### config.mk
export PLATFORM = sky130hd
export DESIGN_NAME = sb_ctrl
export DESIGN_NICKNAME = d
export VERILOG_FILES = /design/src/rtl/sb_pkg.sv /design/src/rtl/sb_issue_sel.sv /design/src/rtl/sb_wb_arb.sv /design/src/rtl/sb_ctrl.sv
export SDC_FILE = /design/constraint.sdc
export NUM_CORES = 1
export LEC_CHECK = 0
export ABC_CLOCK_PERIOD_IN_PS = 4000
export CAP_MARGIN = 20
export CORE_ASPECT_RATIO = 0.9
export CORE_MARGIN = 1
export CORE_UTILIZATION = 39
export DETAILED_ROUTE_END_ITERATION = 16
export DONT_BUFFER_PORTS = 1
export PLACE_DENSITY = 0.66
export SYNTH_ARGS = -nofsm -noshare
export SYNTH_HDL_FRONTEND = slang
export SYNTH_SLANG_ARGS = --single-unit
### constraint.sdc
create_clock -name clk -period 4 [get_ports clk]
set_clock_uncertainty 0.05 [all_clocks]
set_input_delay 0.4 -clock clk [delete_from_list [all_inputs] [get_ports clk]]
set_output_delay 0.4 -clock clk [all_outputs]
set_load 0.01 [all_outputs]
### src/rtl/sb_pkg.sv
package sb_pkg;
  typedef enum logic [1:0] {
    ST_WAIT = 2'd0,
    ST_EXEC = 2'd1,
    ST_DONE = 2'd2
  } stage_t;

  localparam logic [1:0] CLS_ADD = 2'd0;
  localparam logic [1:0] CLS_MUL = 2'd1;
  localparam logic [1:0] CLS_DIV = 2'd2;

  // Units are laid out adders first, then multipliers, then dividers.
  function automatic logic [1:0] unit_class(input int idx, input int n_add, input int n_mul);
    if (idx < n_add) return CLS_ADD;
    if (idx < n_add + n_mul) return CLS_MUL;
    return CLS_DIV;
  endfunction
endpackage

### src/rtl/sb_issue_sel.sv
module sb_issue_sel #(
  parameter int NU    = 4,
  parameter int N_ADD = 2,
  parameter int N_MUL = 1,
  parameter int UW    = 2
) (
  input  logic [NU-1:0] busy,
  input  logic [1:0]    cls,
  output logic          free_any,
  output logic [UW-1:0] pick
);
  logic [NU-1:0] cand;

  for (genvar g = 0; g < NU; g++) begin : g_cand
    assign cand[g] = !busy[g] && (cls == sb_pkg::unit_class(g, N_ADD, N_MUL));
  end

  // lowest free unit of the class
  always_comb begin
    free_any = 1'b0;
    pick     = '0;
    for (int u = NU - 1; u >= 0; u--) begin
      if (cand[u]) begin
        free_any = 1'b1;
        pick     = UW'(u);
      end
    end
  end
endmodule

### src/rtl/sb_wb_arb.sv
module sb_wb_arb #(
  parameter int NU = 4,
  parameter int UW = 2,
  parameter int RW = 3
) (
  input  logic [NU-1:0]         busy,
  input  logic [NU-1:0]         done,
  input  logic [NU-1:0]         pend1,
  input  logic [NU-1:0]         pend2,
  input  logic [NU-1:0]         q1_v,
  input  logic [NU-1:0]         q2_v,
  input  logic [NU-1:0][UW-1:0] q1_id,
  input  logic [NU-1:0][UW-1:0] q2_id,
  input  logic [NU-1:0][RW-1:0] src1,
  input  logic [NU-1:0][RW-1:0] src2,
  input  logic [NU-1:0][RW-1:0] dst,
  output logic                  wb_any,
  output logic [UW-1:0]         wb_id
);
  logic [NU-1:0] war_blk;
  logic [NU-1:0] elig;

  // write-after-read hold: someone still has to fetch this destination
  always_comb begin
    for (int u = 0; u < NU; u++) begin
      war_blk[u] = 1'b0;
      for (int f = 0; f < NU; f++) begin
        if (f != u && busy[f]) begin
          if (pend1[f] && src1[f] == dst[u] && !(q1_v[f] && q1_id[f] == UW'(u)))
            war_blk[u] = 1'b1;
          if (pend2[f] && src2[f] == dst[u] && !(q2_v[f] && q2_id[f] == UW'(u)))
            war_blk[u] = 1'b1;
        end
      end
      elig[u] = busy[u] && done[u] && !war_blk[u];
    end
  end

  // fixed priority, lowest index first
  always_comb begin
    wb_any = 1'b0;
    wb_id  = '0;
    for (int u = NU - 1; u >= 0; u--) begin
      if (elig[u]) begin
        wb_any = 1'b1;
        wb_id  = UW'(u);
      end
    end
  end
endmodule

### src/rtl/sb_ctrl.sv
module sb_ctrl #(
  parameter int NUM_ADD  = 2,
  parameter int NUM_MUL  = 1,
  parameter int NUM_DIV  = 1,
  parameter int NUM_REGS = 8,
  localparam int NU = NUM_ADD + NUM_MUL + NUM_DIV,
  localparam int UW = (NU > 1) ? $clog2(NU) : 1,
  localparam int RW = (NUM_REGS > 1) ? $clog2(NUM_REGS) : 1
) (
  input  logic          clk,
  input  logic          rst,
  input  logic          in_valid,
  output logic          in_ready,
  input  logic [1:0]    in_cls,
  input  logic [RW-1:0] in_dst,
  input  logic [RW-1:0] in_src1,
  input  logic [RW-1:0] in_src2,
  input  logic [NU-1:0] fu_done,
  output logic [NU-1:0] issue_grant,
  output logic [NU-1:0] read_grant,
  output logic [NU-1:0] wb_grant
);
  import sb_pkg::*;

  // per-unit status
  logic [NU-1:0]         busy, pend1, pend2, q1_v, q2_v, done_v, read_ok;
  logic [NU-1:0][UW-1:0] q1_id, q2_id;
  logic [NU-1:0][RW-1:0] dst_r, src1_r, src2_r;
  stage_t                stage [NU];

  // register owner table
  logic [NUM_REGS-1:0]   rs_v;
  logic [UW-1:0]         rs_id [NUM_REGS];

  logic          free_any, accept, wb_any, s1_pend, s2_pend;
  logic [UW-1:0] pick, wb_id;

  sb_issue_sel #(.NU(NU), .N_ADD(NUM_ADD), .N_MUL(NUM_MUL), .UW(UW)) u_sel (
    .busy(busy), .cls(in_cls), .free_any(free_any), .pick(pick)
  );

  sb_wb_arb #(.NU(NU), .UW(UW), .RW(RW)) u_arb (
    .busy(busy), .done(done_v), .pend1(pend1), .pend2(pend2),
    .q1_v(q1_v), .q2_v(q2_v), .q1_id(q1_id), .q2_id(q2_id),
    .src1(src1_r), .src2(src2_r), .dst(dst_r),
    .wb_any(wb_any), .wb_id(wb_id)
  );

  for (genvar g = 0; g < NU; g++) begin : g_stat
    assign done_v[g]  = busy[g] && stage[g] == ST_DONE;
    assign read_ok[g] = busy[g] && stage[g] == ST_WAIT && !q1_v[g] && !q2_v[g];
  end

  assign in_ready = free_any && !rs_v[in_dst];
  assign accept   = in_valid && in_ready;
  // a producer retiring on this edge counts as already delivered
  assign s1_pend  = rs_v[in_src1] && !(wb_any && rs_id[in_src1] == wb_id);
  assign s2_pend  = rs_v[in_src2] && !(wb_any && rs_id[in_src2] == wb_id);

  always_ff @(posedge clk) begin
    if (rst) begin
      busy <= '0; pend1 <= '0; pend2 <= '0; q1_v <= '0; q2_v <= '0;
      rs_v <= '0;
      issue_grant <= '0; read_grant <= '0; wb_grant <= '0;
      for (int u = 0; u < NU; u++) stage[u] <= ST_WAIT;
    end else begin
      issue_grant <= '0;
      read_grant  <= read_ok;
      wb_grant    <= '0;
      if (wb_any) wb_grant[wb_id] <= 1'b1;
      for (int u = 0; u < NU; u++) begin
        if (read_ok[u]) begin
          stage[u] <= ST_EXEC;
          pend1[u] <= 1'b0;
          pend2[u] <= 1'b0;
        end else if (busy[u] && stage[u] == ST_EXEC && fu_done[u]) begin
          stage[u] <= ST_DONE;
        end
        if (wb_any && q1_v[u] && q1_id[u] == wb_id) q1_v[u] <= 1'b0;
        if (wb_any && q2_v[u] && q2_id[u] == wb_id) q2_v[u] <= 1'b0;
        if (wb_any && wb_id == UW'(u)) busy[u] <= 1'b0;
        if (accept && pick == UW'(u)) begin
          busy[u]        <= 1'b1;
          stage[u]       <= ST_WAIT;
          dst_r[u]       <= in_dst;
          src1_r[u]      <= in_src1;
          src2_r[u]      <= in_src2;
          pend1[u]       <= 1'b1;
          pend2[u]       <= 1'b1;
          q1_v[u]        <= s1_pend;
          q2_v[u]        <= s2_pend;
          q1_id[u]       <= rs_id[in_src1];
          q2_id[u]       <= rs_id[in_src2];
          issue_grant[u] <= 1'b1;
        end
      end
      if (wb_any && rs_v[dst_r[wb_id]] && rs_id[dst_r[wb_id]] == wb_id)
        rs_v[dst_r[wb_id]] <= 1'b0;
      if (accept) begin
        rs_v[in_dst]  <= 1'b1;
        rs_id[in_dst] <= pick;
      end
    end
  end

  // grants are quiet in the cycle after a reset edge
  a_r8_reset_quiet: assert property (@(posedge clk)
    $past(rst) |-> (issue_grant == '0 && read_grant == '0 && wb_grant == '0));

  // an accepted instruction lands in exactly one unit
  a_r1_one_issue: assert property (@(posedge clk) disable iff (rst)
    (in_valid && in_ready) |=> $onehot(issue_grant));

  // single retirement per cycle
  a_r7_wb_onehot: assert property (@(posedge clk) disable iff (rst)
    $onehot0(wb_grant));

  // issue grant is never more than one unit
  a_r1_issue_onehot: assert property (@(posedge clk) disable iff (rst)
    $onehot0(issue_grant));

  for (genvar g = 0; g < NU; g++) begin : g_chk
    // a unit cannot fetch operands and retire in the same cycle
    a_r5_no_read_wb: assert property (@(posedge clk) disable iff (rst)
      !(read_grant[g] && wb_grant[g]));
    // operand fetch never in the cycle right after issue
    a_r4_no_read_at_issue: assert property (@(posedge clk) disable iff (rst)
      !(issue_grant[g] && read_grant[g]));
  end
endmodule

# [Word level (Yosys, flattened, before mapping)]
# Memory sizes are Yosys's and may differ from the RTL's.
# Cells that the tools add are included.
[classes] n_bitwise=17 order_cmp=8 n_reduce_logical=220 eq_ne=69 n_mux=160
[op_table] op="logical AND 1 bit" count=143
[op_table] op="two-way mux 1 bit" count=128
[op_table] op="== test 3 bit" count=24
[op_table] op="logical NOT 1 bit" count=43
[op_table] op="== test 2 bit (second input constant)" count=21
[op_table] op="two-way mux 2 bit" count=20
[op_table] op="nonzero test 2 bit" count=16
[op_table] op="== test 2 x 1 -> 1 bit (second input constant)" count=13
[op_table] op="logical NOT 2 bit" count=13
[op_table] op="two-way mux 8 bit" count=3
[op_table] op="== test 2 bit" count=11
[op_table] op="< comparator 3 x 4 -> 1 bit (second input constant)" count=4
[op_table] op="binary-select mux 1 bit (select 3 bit)" count=4
[op_table] op="OR 1 bit" count=12
[op_table] op="AND 8 bit" count=1
[op_table] op="inverter 8 bit" count=1
[op_table] op="OR 8 bit" count=1
[op_table] op="AND reduction 2 bit" count=4
[op_table] op="binary-select mux 3 bit (select 2 bit)" count=1
[op_table] op="demux 1 bit (select 3 bit)" count=2
[op_table] op=">= comparator 3 x 1 -> 1 bit (second input constant)" count=2
[op_table] op="< comparator 2 x 3 -> 1 bit (second input constant)" count=1
[op_table] op="two-way mux 3 bit" count=1
[op_table] op="demux 1 bit (select 2 bit)" count=1
[op_table] op="3 further kinds" count=4
[totals] regBits=88 n_memories=2 mem_bits_rw=24 wordCells=516 in_bits=18 out_inout_bits=13
[mem_list] memory="rs_id" words=8 width=2 read_ports=3 rd_clocked_by_memory_dff=0 wr=1 line_no="sb_ctrl.sv:33" rtl="logic [UW-1:0] rs_id [NUM_REGS];"
[mem_list] memory="stage" words=4 width=2 read_ports=4 rd_clocked_by_memory_dff=0 wr=4 line_no="sb_ctrl.sv:29" rtl="stage_t stage [NU];"

# [Depth between registers and ports, before layout]
# Gate-level depths: netlist of run 1.
[depth] depth_word=31 depth_mapped=14 depth_no_buf=11

# [Modules after synthesis]
# A second synthesis of run 1 with hierarchy kept.
[unflattened] hier_cells=546 area_unflattened_um2=6107.1
[by_module_without_submodules] mod="sb_ctrl" cells_per_inst=355 area_each_um2=4779.6 instances=1 seq_area_each_um2=3002.9
[by_module_without_submodules] mod="sb_wb_arb" cells_per_inst=182 area_each_um2=1266.2 instances=1 seq_area_each_um2=0.0
[by_module_without_submodules] mod="sb_issue_sel" cells_per_inst=9 area_each_um2=61.3 instances=1 seq_area_each_um2=0.0

# [Worst setup path after synthesis of run 1]
# Ideal clock, no wire load.
[synth_timing] path_type="input -> register" from="input port in_dst[1]" to="register dst_r[3] (netlist bit), enable pin" path_buffers=1 arrival_ns=3.700 required_time_ns=3.521 stages=6 setup_ns=0.429 setup_slack_ns=-0.178 cell_sequence="clkbuf_1 > mux4_2 > nor2b_1 > a221oi_2 > nand3_1 > nor4b_1"
[synth_via] elab_chain_cells=7
[synth_lines] element="from (decl)" line_no="sb_ctrl.sv:15" rtl="input logic [RW-1:0] in_dst,"
[synth_lines] element="binary-select mux 1 bit (select 3 bit)" line_no="sb_ctrl.sv:54" rtl="assign in_ready = free_any && !rs_v[in_dst];"
[synth_lines] element="two-way mux 1 bit (not written as such)" line_no="sb_ctrl.sv:54"
[synth_lines] element="logical NOT 1 bit" line_no="sb_ctrl.sv:54"
[synth_lines] element="logical AND 1 bit" line_no="sb_ctrl.sv:54"
[synth_lines] element="named net in_ready" line_no="sb_ctrl.sv:13" rtl="output logic in_ready,"
[synth_lines] element="logical AND 1 bit" line_no="sb_ctrl.sv:55" rtl="assign accept = in_valid && in_ready;"
[synth_lines] element="logical AND 1 bit" line_no="sb_ctrl.sv:82" rtl="if (accept && pick == UW'(u)) begin"
[synth_lines] element="AND reduction 2 bit (no source line)"
[synth_lines] element="to (signal, indexed assignment)" line_no="sb_ctrl.sv:85" rtl="dst_r[u] <= in_dst;"
[synth_lines] element="to (decl)" line_no="sb_ctrl.sv:28" rtl="logic [NU-1:0][RW-1:0] dst_r, src1_r, src2_r;"
# The timed path passes the listed nets, and every way through them passes these cells. The select of a mux whose other input is x is not followed.
# A chain may end at the register's enable or synchronous reset.

# [Final worst setup path of run 1]
[layout_timing] from="register dst_r[6] (netlist bit)" to="register rs_v[6]"
[layout_via] elab_chain_cells=29
[layout_lines] element="== test 3 bit" line_no="sb_wb_arb.sv:29" rtl="if (pend1[f] && src1[f] == dst[u] && !(q1_v[f] && q1_id[f] == UW'(u)))"
[layout_lines] element="logical AND 1 bit (2 in a row)" line_no="sb_wb_arb.sv:29"
[layout_lines] element="two-way mux 1 bit" line_no="sb_wb_arb.sv:29"
[layout_lines] element="two-way mux 1 bit" line_no="sb_wb_arb.sv:31" rtl="if (pend2[f] && src2[f] == dst[u] && !(q2_v[f] && q2_id[f] == UW'(u)))"
[layout_lines] element="two-way mux 1 bit" line_no="sb_wb_arb.sv:28" rtl="if (f != u && busy[f]) begin"
[layout_lines] element="two-way mux 1 bit" line_no="sb_wb_arb.sv:29"
[layout_lines] element="two-way mux 1 bit" line_no="sb_wb_arb.sv:31"
[layout_lines] element="two-way mux 1 bit" line_no="sb_wb_arb.sv:28"
[layout_lines] element="(+12 left out)"
[layout_lines] element="two-way mux 1 bit (not written as such)" line_no="sb_ctrl.sv:98" rtl="rs_v[dst_r[wb_id]] <= 1'b0;"
[layout_lines] element="demux 1 bit (select 3 bit)" line_no="sb_ctrl.sv:98"
[layout_lines] element="inverter 8 bit (no source line)"
[layout_lines] element="AND 8 bit (no source line)"
[layout_lines] element="two-way mux 8 bit *" line_no="sb_ctrl.sv:97" rtl="if (wb_any && rs_v[dst_r[wb_id]] && rs_id[dst_r[wb_id]] == wb_id)"
[layout_lines] element="two-way mux 8 bit *" line_no="sb_ctrl.sv:61" rtl="if (rst) begin"
[layout_lines] element="OR 8 bit (no source line)"
[layout_lines] element="two-way mux 8 bit *" line_no="sb_ctrl.sv:99" rtl="if (accept) begin"
[layout_lines] element="to (signal assigned)" line_no="sb_ctrl.sv:63" rtl="rs_v <= '0;"
[layout_lines] element="to (signal, indexed assignment)" line_no="sb_ctrl.sv:98"
[layout_lines] element="to (signal, indexed assignment)" line_no="sb_ctrl.sv:100" rtl="rs_v[in_dst] <= 1'b1;"
[layout_lines] element="to (decl)" line_no="sb_ctrl.sv:32" rtl="logic [NUM_REGS-1:0] rs_v;"
# Mark *: on every way between the ends. The rest lies on a longest branch, timed or not. The select of a mux whose other input is x is not followed.

==> results.md, run 1 <==
- Std-Cell Rows: 43
- Final-report max-slew violation count: 0
- Reg power frac: 53.8%
- Logic gate share of total power: under 10%
- Run status: complete, no violations
- Final setup viols: 0
- Worst-path clk slew: 80 ps
- Die H: 121 um
- Worst Path Arrival: about 4000 ps
- WHS Path Cells: 1
- Setup TNS: 0 ps
- ANT cells: 0
- Yosys cell types: 60
- Synthesized area: about 6100 sq um
- Gr ovfl total: 0
- P&R area growth vs syn: 9.52%
- DR iter-0 viols: 376
- Clk pwr share: between 30% and 40%
- Initial antenna violation count: 0
- Fraction of layout cells with a size suffix above 1: 13.1%
- Post-synth EDFFs: 76
- CTS Buf Count: 9
- Post-synthesis instance total: 549
- Crit Path Class: reg -> reg
- Worst IR drop on VDD: 0.220 mV
- Final net count: ~570
- Hpwl dp: approximately 13 mm
- Clk Latency, worst-skew pair: ~370 ps
- Final Worst Setup Slack: between 100 and 150 ps
- Worst setup path start: dst_r[6]
- First-pass GRT wire length: around 26 mm
- Worst slack, placed: between 150 and 200 ps
- RSZ-0062 raised after global routing: false
- Worst min-delay path class: in -> reg
- End of the critical path: rs_v[6]
- CP Capture Type: flop
- Switching power: between 0.0005 and 0.0006 W
- Clock tree from TritonCTS: built
- Sw Share: between 20% and 30%
- Fin crit share: 97.3%
- Htree depth: 3
- Req. time, crit path: 4190 ps
- Vias in the first global route: between 4000 and 5000
- Asr flop ratio synth: 0%
- Die width: roughly 130 um
- RR Endpoint: rs_v[6]
- Syn_area_per_cell: roughly 11 sq um
- Post-DR wirelength/cell: about 23 um
- DR vias: between 4000 and 5000
- Drt pass-1 iters: 5
- Fmax: about 260 MHz
- R2R Path Start: dst_r[6]
- Number of synthesized register bits: about 110
- Main synth FF type: edfxtp_1
- Commonest cells after routing, fill and taps aside: xnor2_1 (77), edfxtp_1 (76), nand2_1 (40), dfxtp_1 (36), a21oi_1 (32)
- Via density: just over 6
- Total track usage: between 20% and 30%
- Flop-to-flop setup slack: approximately 110 ps
- Clock tree sinks: roughly 110
- Largest net degree at the start of global routing: 23
- I/O pin total: 31
- Depth of the most critical reg-to-reg path: 11
- Die area: between 15000 and 20000 sq um
- Total wire length: about 17 mm
- Hold-fix buffers, CTS: 0
- Synth Warn #: 0
- Worst-Margin Slew: roughly 600 ps
- PortBufs: 0
- Power Density: between 300 and 400 nW/um^2
- Syn Nets: 567
- Final GP Congestion: 1.02
- Final Power: ~0.0024 W
- Root buf cell: clkbuf_16
- Drt drc: 0
- Commonest non-fill, non-tap cell in the layout: xnor2_1
- Post-route ant nets: 0
- Initial core utilization: 39.9%
- Max_slew headroom: 58.3%
- Max cap viols: 0
- Seq/Total Area, Yosys: 48.9%
- Maximum clock path buffer count: 2
- Final min period: 3890 ps
- Hold Vio Cnt, Final: 0
- Max FO, Critical Path: 10
- Final Util: 43.7%
- Leak: 2.17 nW
- Int Power: 0.00184 W
- Core ar.: about 15000 sq um
- Startpoint Class: flop
## logic make-up (layout without fill, tap and decap cells)
family          Yosys count  in the layout  synth area share (%)
xor+xnor                 82             82                  11.7
mux                      26             26                  7.13
flops                   112            112                  48.9
compound gates          119            119                  14.3
buf+inv                  47             56                  3.69
simple gates            163            163                  14.3
## stage by stage
stage | instances | hold WS (ps) | instance area (sq um)
after floorplan | 549 | 376 | 6150
after global placement | 741 | 384 | 6380
after detailed placement | 741 | 389 | 6380
after CTS | 757 | 30.4 | 6690
after global routing | 760 | 29.3 | 6720
final | 760 | 40.8 | 6720
## worst min-delay path by stage
stage | slack [ps] | start | endpoint
after floorplan | 380 | pend1[0] | pend1[0]
after global placement | 380 | pend1[0] | pend1[0]
after detailed placement | 390 | pend1[0] | pend1[0]
after CTS | 30 | rst | q1_v[3]
after global routing | 30 | rst | wb_grant[1]
final | 40 | rst | q1_v[0]
## registers in the layout, indices dropped and copies added (netlist names), 4 cells and up
register and count:
busy 4, dst_r 12, issue_grant 4, q1_id 8, q1_v 4, q2_id 8
q2_v 4, read_grant 4, rs_id 16, rs_v 8, src1_r 12, src2_r 12
stage 8, wb_grant 4
## power groups by stage
stage / clock network, W / logic, W / registers (W)
2_1_floorplan: 0 / 0.000142 / 0.00131
3_3_place_gp: 0 / 0.000167 / 0.00132
3_5_place_dp: 0 / 0.000171 / 0.00132
4_1_cts: 0.000945 / 0.000172 / 0.00129
5_1_grt: 0.000981 / 0.000192 / 0.00130
6_report: 0.000937 / 0.000176 / 0.00129
## what timing repair did
action	4_1_cts	5_1_grt
setup endpoints to repair	0	8
setup buffers	0	3
resized for setup	0	2
## synth_stat cells (2+ instances only)
| cell | number | share of area (%) |
|---|---|---|
| nand3b_1 | 7 | 0.86 |
| nor2b_1 | 4 | 0.41 |
| o41ai_1 | 2 | 0.29 |
| o2111ai_2 | 2 | 0.49 |
| nor2_1 | 30 | 1.8 |
| a221oi_2 | 2 | 0.49 |
| mux2_1 | 2 | 0.37 |
| edfxtp_1 | 76 | 37 |
| clkbuf_1 | 12 | 0.73 |
| a311o_1 | 2 | 0.33 |
| nor4b_1 | 4 | 0.57 |
| nand2_1 | 40 | 2.4 |
| a21oi_2 | 3 | 0.43 |
| nand3_1 | 10 | 0.82 |
| o21ai_0 | 12 | 0.98 |
| nor3_1 | 12 | 0.98 |
| or4_1 | 3 | 0.37 |
| a211oi_1 | 7 | 0.86 |
| and2_1 | 9 | 0.92 |
| o2111ai_1 | 15 | 2.1 |
| a21o_1 | 6 | 0.73 |
| mux2i_1 | 10 | 1.6 |
| o22ai_1 | 2 | 0.20 |
| a211oi_2 | 2 | 0.41 |
| mux4_2 | 14 | 5.1 |
| or2_1 | 2 | 0.20 |
| xnor2_1 | 77 | 11 |
| nor4_2 | 3 | 0.61 |
| a21oi_1 | 32 | 2.6 |
| nand2b_1 | 15 | 1.5 |
| buf_6 | 2 | 0.37 |
| buf_4 | 8 | 0.98 |
| nor4_1 | 7 | 0.71 |
| nand4_1 | 8 | 0.82 |
| or3_1 | 2 | 0.20 |
| a31o_2 | 2 | 0.29 |
| inv_1 | 21 | 1.3 |
| xor2_1 | 5 | 0.71 |
| buf_2 | 4 | 0.33 |
| a31oi_1 | 10 | 1.0 |
| dfxtp_1 | 36 | 12 |
| o211ai_1 | 9 | 1.1 |
## worst max-delay path, cell delays in order (launching register included)
cell and delay (ps):
edfxtp_1 610, xnor2_1 220, o2111ai_1 130, a21oi_2 140
or4_4 570, a311o_1 440, a21oi_4 330, mux2i_1 280
a221oi_2 110, or3b_1 430, a22oi_4 300, a31oi_1 150
## layer usage
| layer | up-vias | GRT usage, % | part of all wire, % |
|---|---|---|---|
| met5 | - | 0 | 0 |
| met4 | 0 | 9.06 | 3.8 |
| met3 | 54 | 4.89 | 7.5 |
| met2 | 232 | 35.5 | 47 |
| met1 | 2263 | 28.6 | 42 |
| li1 | 2061 | - | - |
## area by class of cell
| type | instances | area (sq um) |
|---|---|---|
| timing repair buffer | 19 | 143 |
| tap | 202 | 253 |
| clock inverter | 6 | 73.8 |
| sequential | 112 | 3000 |
| inverter | 21 | 78.8 |
| multi-input combinational | 390 | 2940 |
| clock buffer | 10 | 229 |
| fill | 1426 | 8660 |
Power figures use the tool's default switching activity.
==> run 2: changes to the inputs <==
--- a/config.mk
+++ b/config.mk
@@ -13,6 +13,7 @@
 export DETAILED_ROUTE_END_ITERATION = 16
 export DONT_BUFFER_PORTS = 1
 export PLACE_DENSITY = 0.66
+export RECOVER_POWER = 25
 export SYNTH_ARGS = -nofsm -noshare
 export SYNTH_HDL_FRONTEND = slang
 export SYNTH_SLANG_ARGS = --single-unit
==> results.md, run 2 (synthesized netlist as in run 1, its figures left out) <==
- Run status: complete, no violations
- Clock tree from TritonCTS: built
- Reg with most FFs: rs_id
- CP bufs+invs: 0 (unchanged)
- RR Endpoint: rs_v[6]
- PortBufs: 0 (unchanged)
- Hold Vio Cnt, Final: 0 (unchanged)
- WP depth: 11 (unchanged)
- Post-route ant nets: 0 (unchanged)
- R2R Path Start: dst_r[6]
- Final instance count without filler cells: 760 (unchanged)
- Clk Latency, worst-skew pair: 370 ps (about the same)
- Final net count: 571 (unchanged)
- I/O pin total: 31 (unchanged)
- Maximum clock path buffer count: 2 (unchanged)
- Core ar.: 15400 sq um (unchanged)
- Post-DR wirelength/cell: 22.6 um (-0.13%)
- Fill count: 1428 (+0.14%)
- Drt drc: 0 (unchanged)
- CP cell instances: xnor2_1 -> o2111ai_1 -> a21oi_2 -> or4_4 -> a311o_1 -> a21oi_4 -> mux2i_1 -> a221oi_2 -> or3b_1 -> a22oi_4 -> a31oi_1
- Crit Path Class: reg -> reg
- Hpwl dp: 12.8 mm (unchanged)
- Leak: 2.17 nW (-0.19%)
- Fin crit share: 97.2% (about the same)
- Total wire length: 17.1 mm (-0.13%)
- Commonest non-fill, non-tap cell in the layout: xnor2_1
- Worst min-delay path class: in -> reg
- Std-Cell Rows: 43 (unchanged)
- Max FFs per register: 16 (unchanged)
- Worst-Margin Slew: 616 ps (-0.953 ps)
- Depth of the most critical reg-to-reg path: 11 (unchanged)
- Final setup viols: 0 (unchanged)
- Via density: 6.06 (-0.15%)
- CP Capture Type: flop
- First-pass GRT wire length: 26.2 mm (unchanged)
- Max_slew headroom: 58.4% (+0.065 points)
- Power Density: 358 nW/um^2 (about the same)
- Final GP Congestion: 1.02 (unchanged)
- CTS Buf Count: 9 (unchanged)
- Cell family with most CP delay: compound AO/OA/AOI/OAI gates
- Vias in the first global route: 4393 (unchanged)
- Req. time, crit path: 4190 ps (about the same)
- P&R area growth vs syn: 9.46% (about the same)
- End of the critical path: rs_v[6]
- Dpl cells: 741 (unchanged)
- Setup TNS: 0 ps (unchanged)
- Root buf cell: clkbuf_16
- Gr ovfl total: 0 (unchanged)
- Startpoint Class: flop
- Fraction of layout cells with a size suffix above 1: 12.9% (-0.18 points)
- Initial core utilization: 39.9% (unchanged)
- Register area: 3000 sq um (unchanged)
- Flop-to-flop setup slack: 110 ps (about the same)
- Max cap viols: 0 (unchanged)
- Fmax: 257 MHz (about the same)
- Final min period: 3890 ps (-2.37 ps)
- Hold-fix buffers, CTS: 0 (unchanged)
- Commonest cells after routing, fill and taps aside: xnor2_1 (77), edfxtp_1 (76), nand2_1 (40), dfxtp_1 (36), a21oi_1 (32)
- DR iter-0 viols: 376 (unchanged)
- Worst Path Arrival: 4080 ps (about the same)
- Multi-input gate area: 2940 sq um (unchanged)
- Htree depth: 3 (unchanged)
- Worst IR drop on VDD: 0.220 mV (about the same)
- Largest net degree at the start of global routing: 23 (unchanged)
- Max FO, Critical Path: 10 (unchanged)
- Final-report max-slew violation count: 0 (unchanged)
- ANT cells: 0 (unchanged)
- Worst-path clk slew: 80 ps (about the same)
- Worst setup path start: dst_r[6]
- Initial antenna violation count: 0 (unchanged)
- DR vias: 4603 (-0.15%)
- Die width: 134 um (unchanged)
- RSZ-0062 raised after global routing: false
- Total track usage: 22.0% (unchanged)
- Die area: 16200 sq um (unchanged)
- HP Start: rst
- Crit path largest cell delay: 610 ps (about the same)
- Clock tree sinks: 112 (unchanged)
- Drt pass-1 iters: 5 (unchanged)
- Die H: 121 um (unchanged)
- Slowest CP cell: edfxtp_1
run 2: cell count changes in the layout (fill, tap and decap cells not counted), sizes merged:
cell,change
buf,-1
clkbuf,+1
run 2: cell type report:
class,instances,area share (%)
Clock buffer,10,3.41
Clock inverter,6,1.10
Inverter,21,1.17
Multi-Input combinational cell,390,43.8
Sequential cell,112,44.7
Tap cell,202,3.76
Timing Repair Buffer,19,2.07
run 2: power breakdown:
| group | leakage [nW] | internal [W] | switching (W) |
|---|---|---|---|
| Clock | 0.150 | 0.000497 | 0.000439 |
| Sequential | 0.991 | 0.00126 | 0.0000298 |
| Combinational | 1.03 | 0.0000758 | 0.000100 |
| Total | 2.17 | 0.00184 | 0.000569 |
run 2: how the worst min path moves through the flow:
stage / endpoint / slack (ps) / cells after the start
floorplan: pend1[0] / 380 / 1
global placement: pend1[0] / 380 / 1
detailed placement: pend1[0] / 390 / 1
CTS: q1_v[3] / 30 / 1
global route: wb_grant[1] / 30 / 1
finish: q1_v[0] / 40 / 1
run 2: what timing repair did:
action	in CTS	in global routing
gates resized for setup	0	2
setup endpoints to repair	0	8
buffers inserted	0	3
run 2: metal layers:
layer	wire length (um)	track usage, %	up-vias
li1	-	-	2063
met1	7070	28.6	2252
met2	8050	35.5	240
met3	1380	4.89	48
met4	646	9.06	0
met5	0	0	-
run 2: per-stage QoR:
| step | instance area (sq um) | total power (W) | worst slack (ps) | utilization (%) | hold slack, ps |
|---|---|---|---|---|---|
| finish | 6720 | 0.00241 | 112 | 43.7 | 39.7 |
| CTS | 6690 | 0.00241 | 156 | 43.5 | 30.4 |
| floorplan | 6150 | 0.00145 | 405 | - | 376 |
| detailed placement | 6380 | 0.00149 | 183 | 41.5 | 389 |
| global route | 6720 | 0.00247 | 9.24 | 43.7 | 29.3 |
| global placement | 6380 | 0.00149 | 284 | 41.5 | 384 |
==> run 3: changes to the inputs <==
--- a/config.mk
+++ b/config.mk
@@ -8,7 +8,7 @@
 export ABC_CLOCK_PERIOD_IN_PS = 4000
 export CAP_MARGIN = 20
 export CORE_ASPECT_RATIO = 0.9
-export CORE_MARGIN = 1
+export CORE_MARGIN = 2
 export CORE_UTILIZATION = 39
 export DETAILED_ROUTE_END_ITERATION = 16
 export DONT_BUFFER_PORTS = 1
==> results.md, run 3 (synthesized netlist as in run 1, its figures left out) <==
- First-pass GRT wire length: 25.8 mm (-1.3%)
- Clock tree from TritonCTS: built
- Root buf cell: clkbuf_16
- Post-route ant nets: 0 (unchanged)
- Worst IR drop on VDD: 0.340 mV (+55%)
- RSZ-0062 raised after global routing: false
- Clock tree sinks: 112 (unchanged)
- Setup TNS: 0 ps (unchanged)
- Htree depth: 3 (unchanged)
- Post-DR wirelength/cell: 22.3 um (-1.2%)
- Run status: complete, no violations
- Max FFs per register: 16 (unchanged)
- Final GP Congestion: 0.930 (-9.2%)
- Slowest CP cell: edfxtp_1
- Die width: 136 um (+1.5%)
- Max FO, Critical Path: 8 (-2)
- RR Endpoint: rs_v[6]
- Die area: 16800 sq um (+3.2%)
- Hold Vio Cnt, Final: 0 (unchanged)
- Initial core utilization: 39.9% (unchanged)
- End of the critical path: rs_v[6]
- DR iter-0 viols: 307 (-18%)
- I/O pin total: 31 (unchanged)
- Startpoint Class: flop
- CP cell instances: xnor2_1 -> o2111ai_1 -> a21oi_1 -> or4_4 -> a311o_1 -> a21oi_2 -> mux2i_1 -> o22ai_1 -> or3b_1 -> a22oi_4 -> a31oi_1
- Fin crit share: 96.1% (-1.1 points)
- Final net count: 572 (+0.18%)
- Flop-to-flop setup slack: 160 ps (+40 ps)
- Final setup viols: 0 (unchanged)
- Max_slew headroom: 47.5% (-11 points)
- CTS Buf Count: 9 (unchanged)
- Max cap viols: 0 (unchanged)
- Clk Latency, worst-skew pair: 370 ps (about the same)
- Fill count: 1457 (+2.0%)
- Via density: 5.99 (-1.1%)
- Hold-fix buffers, CTS: 0 (unchanged)
- Req. time, crit path: 4200 ps (about the same)
- P&R area growth vs syn: 9.58%
- Fraction of layout cells with a size suffix above 1: 13.4% (+0.51 points)
- Core ar.: 15400 sq um (unchanged)
- Total wire length: 17.0 mm (-1.0%)
- Die H: 123 um (+1.7%)
- Largest net degree at the start of global routing: 23 (unchanged)
- CP Capture Type: flop
- DR vias: 4559 (-0.96%)
- Final min period: 3840 ps (-43.8 ps)
- Worst-path clk slew: 80 ps (about the same)
- Drt drc: 0 (unchanged)
- Commonest non-fill, non-tap cell in the layout: xnor2_1
- Worst-Margin Slew: 780 ps (+164 ps)
- Leak: 2.18 nW (+0.37%)
- Gr ovfl total: 0 (unchanged)
- PortBufs: 0 (unchanged)
- R2R Path Start: dst_r[6]
- Vias in the first global route: 4565 (+3.9%)
- Reg with most FFs: rs_id
- Total track usage: 21.1% (-0.94 points)
- Final-report max-slew violation count: 0 (unchanged)
- Std-Cell Rows: 43 (unchanged)
- Initial antenna violation count: 0 (unchanged)
- Worst min-delay path class: in -> reg
- Design Area, Final: 6730 sq um (+0.11%)
- Placement Cell Area: 6390 sq um (+0.12%)
- Depth of the most critical reg-to-reg path: 11 (unchanged)
- Fmax: 260 MHz (+1.1%)
- Hpwl dp: 12.8 mm (-0.14%)
- Power Density: 354 nW/um^2 (-1.3%)
- Drt pass-1 iters: 4 (-1)
- HP Start: rst
- Commonest cells after routing, fill and taps aside: xnor2_1 (77), edfxtp_1 (76), nand2_1 (40), dfxtp_1 (36), a21oi_1 (32)
- Worst Path Arrival: 4040 ps (-40 ps)
- Worst setup path start: dst_r[6]
- Final Worst Setup Slack: 156 ps (+43.8 ps)
- Worst slack, placed: 161 ps (-22.0 ps)
- Final Util: 43.7% (+0.049 points)
- ANT cells: 0 (unchanged)
- Crit path largest cell delay: 600 ps (about the same)
- Crit Path Class: reg -> reg
- Maximum clock path buffer count: 2 (unchanged)
-- run 3: cell types whose count changed in the layout (fill, tap and decap cells not counted), sizes merged --
cell    previous run  this run
inv               25        26
buf               18        20
clkinv             1         2
bufinv             1         0
clkbuf            11         9
-- run 3: layer usage --
metal	global-route usage, %	routed length [um]	vias up
met5	0	0	-
met4	9.70	614	0
met3	4.72	1040	43
met2	35.1	8290	192
met1	26.2	7020	2258
li1	-	-	2066
-- run 3: area by class of cell --
cell class	instances	area (sq um)	area share (%)
Sequential cell	112	3000	44.6
Clock buffer	9	225	3.35
Multi-Input combinational cell	390	2950	43.8
Inverter	21	78.8	1.17
Tap cell	202	253	3.76
Timing Repair Buffer	20	150	2.23
Clock inverter	7	71.3	1.06
-- run 3: where the power goes --
group / switching [W] / internal, W
clock network: 0.000462 / 0.000443
logic: 0.000100 / 0.0000772
registers: 0.0000305 / 0.00126
-- run 3: critical path: cells and delay by family, from the launching register on --
family | cells | cell delay (ps)
simple gates | 2 | 970
xor+xnor | 1 | 210
mux | 1 | 260
flops | 1 | 600
compound gates | 7 | 1620
-- run 3: stage by stage --
stage	hold slack (ps)	total power (W)	std cells
after floorplan	376	0.00145	549
after global placement	383	0.00149	742
after detailed placement	391	0.00150	742
after CTS	28.0	0.00240	758
after global routing	25.9	0.00246	761
final	38.0	0.00238	761
-- run 3: worst min-delay path by stage --
stage	slack [ps]	cells after the start	to
floorplan	380	1	pend1[0]
global placement	380	1	pend1[1]
detailed placement	390	1	pend1[2]
CTS	30	1	q2_v[2]
global route	30	1	q1_v[1]
finish	40	1	wb_grant[1]
-- run 3: timing repair --
action,CTS,global route
gates resized for setup,0,2
setup endpoints to repair,0,8
setup buffers,0,3
hold endpoints to repair,0,0
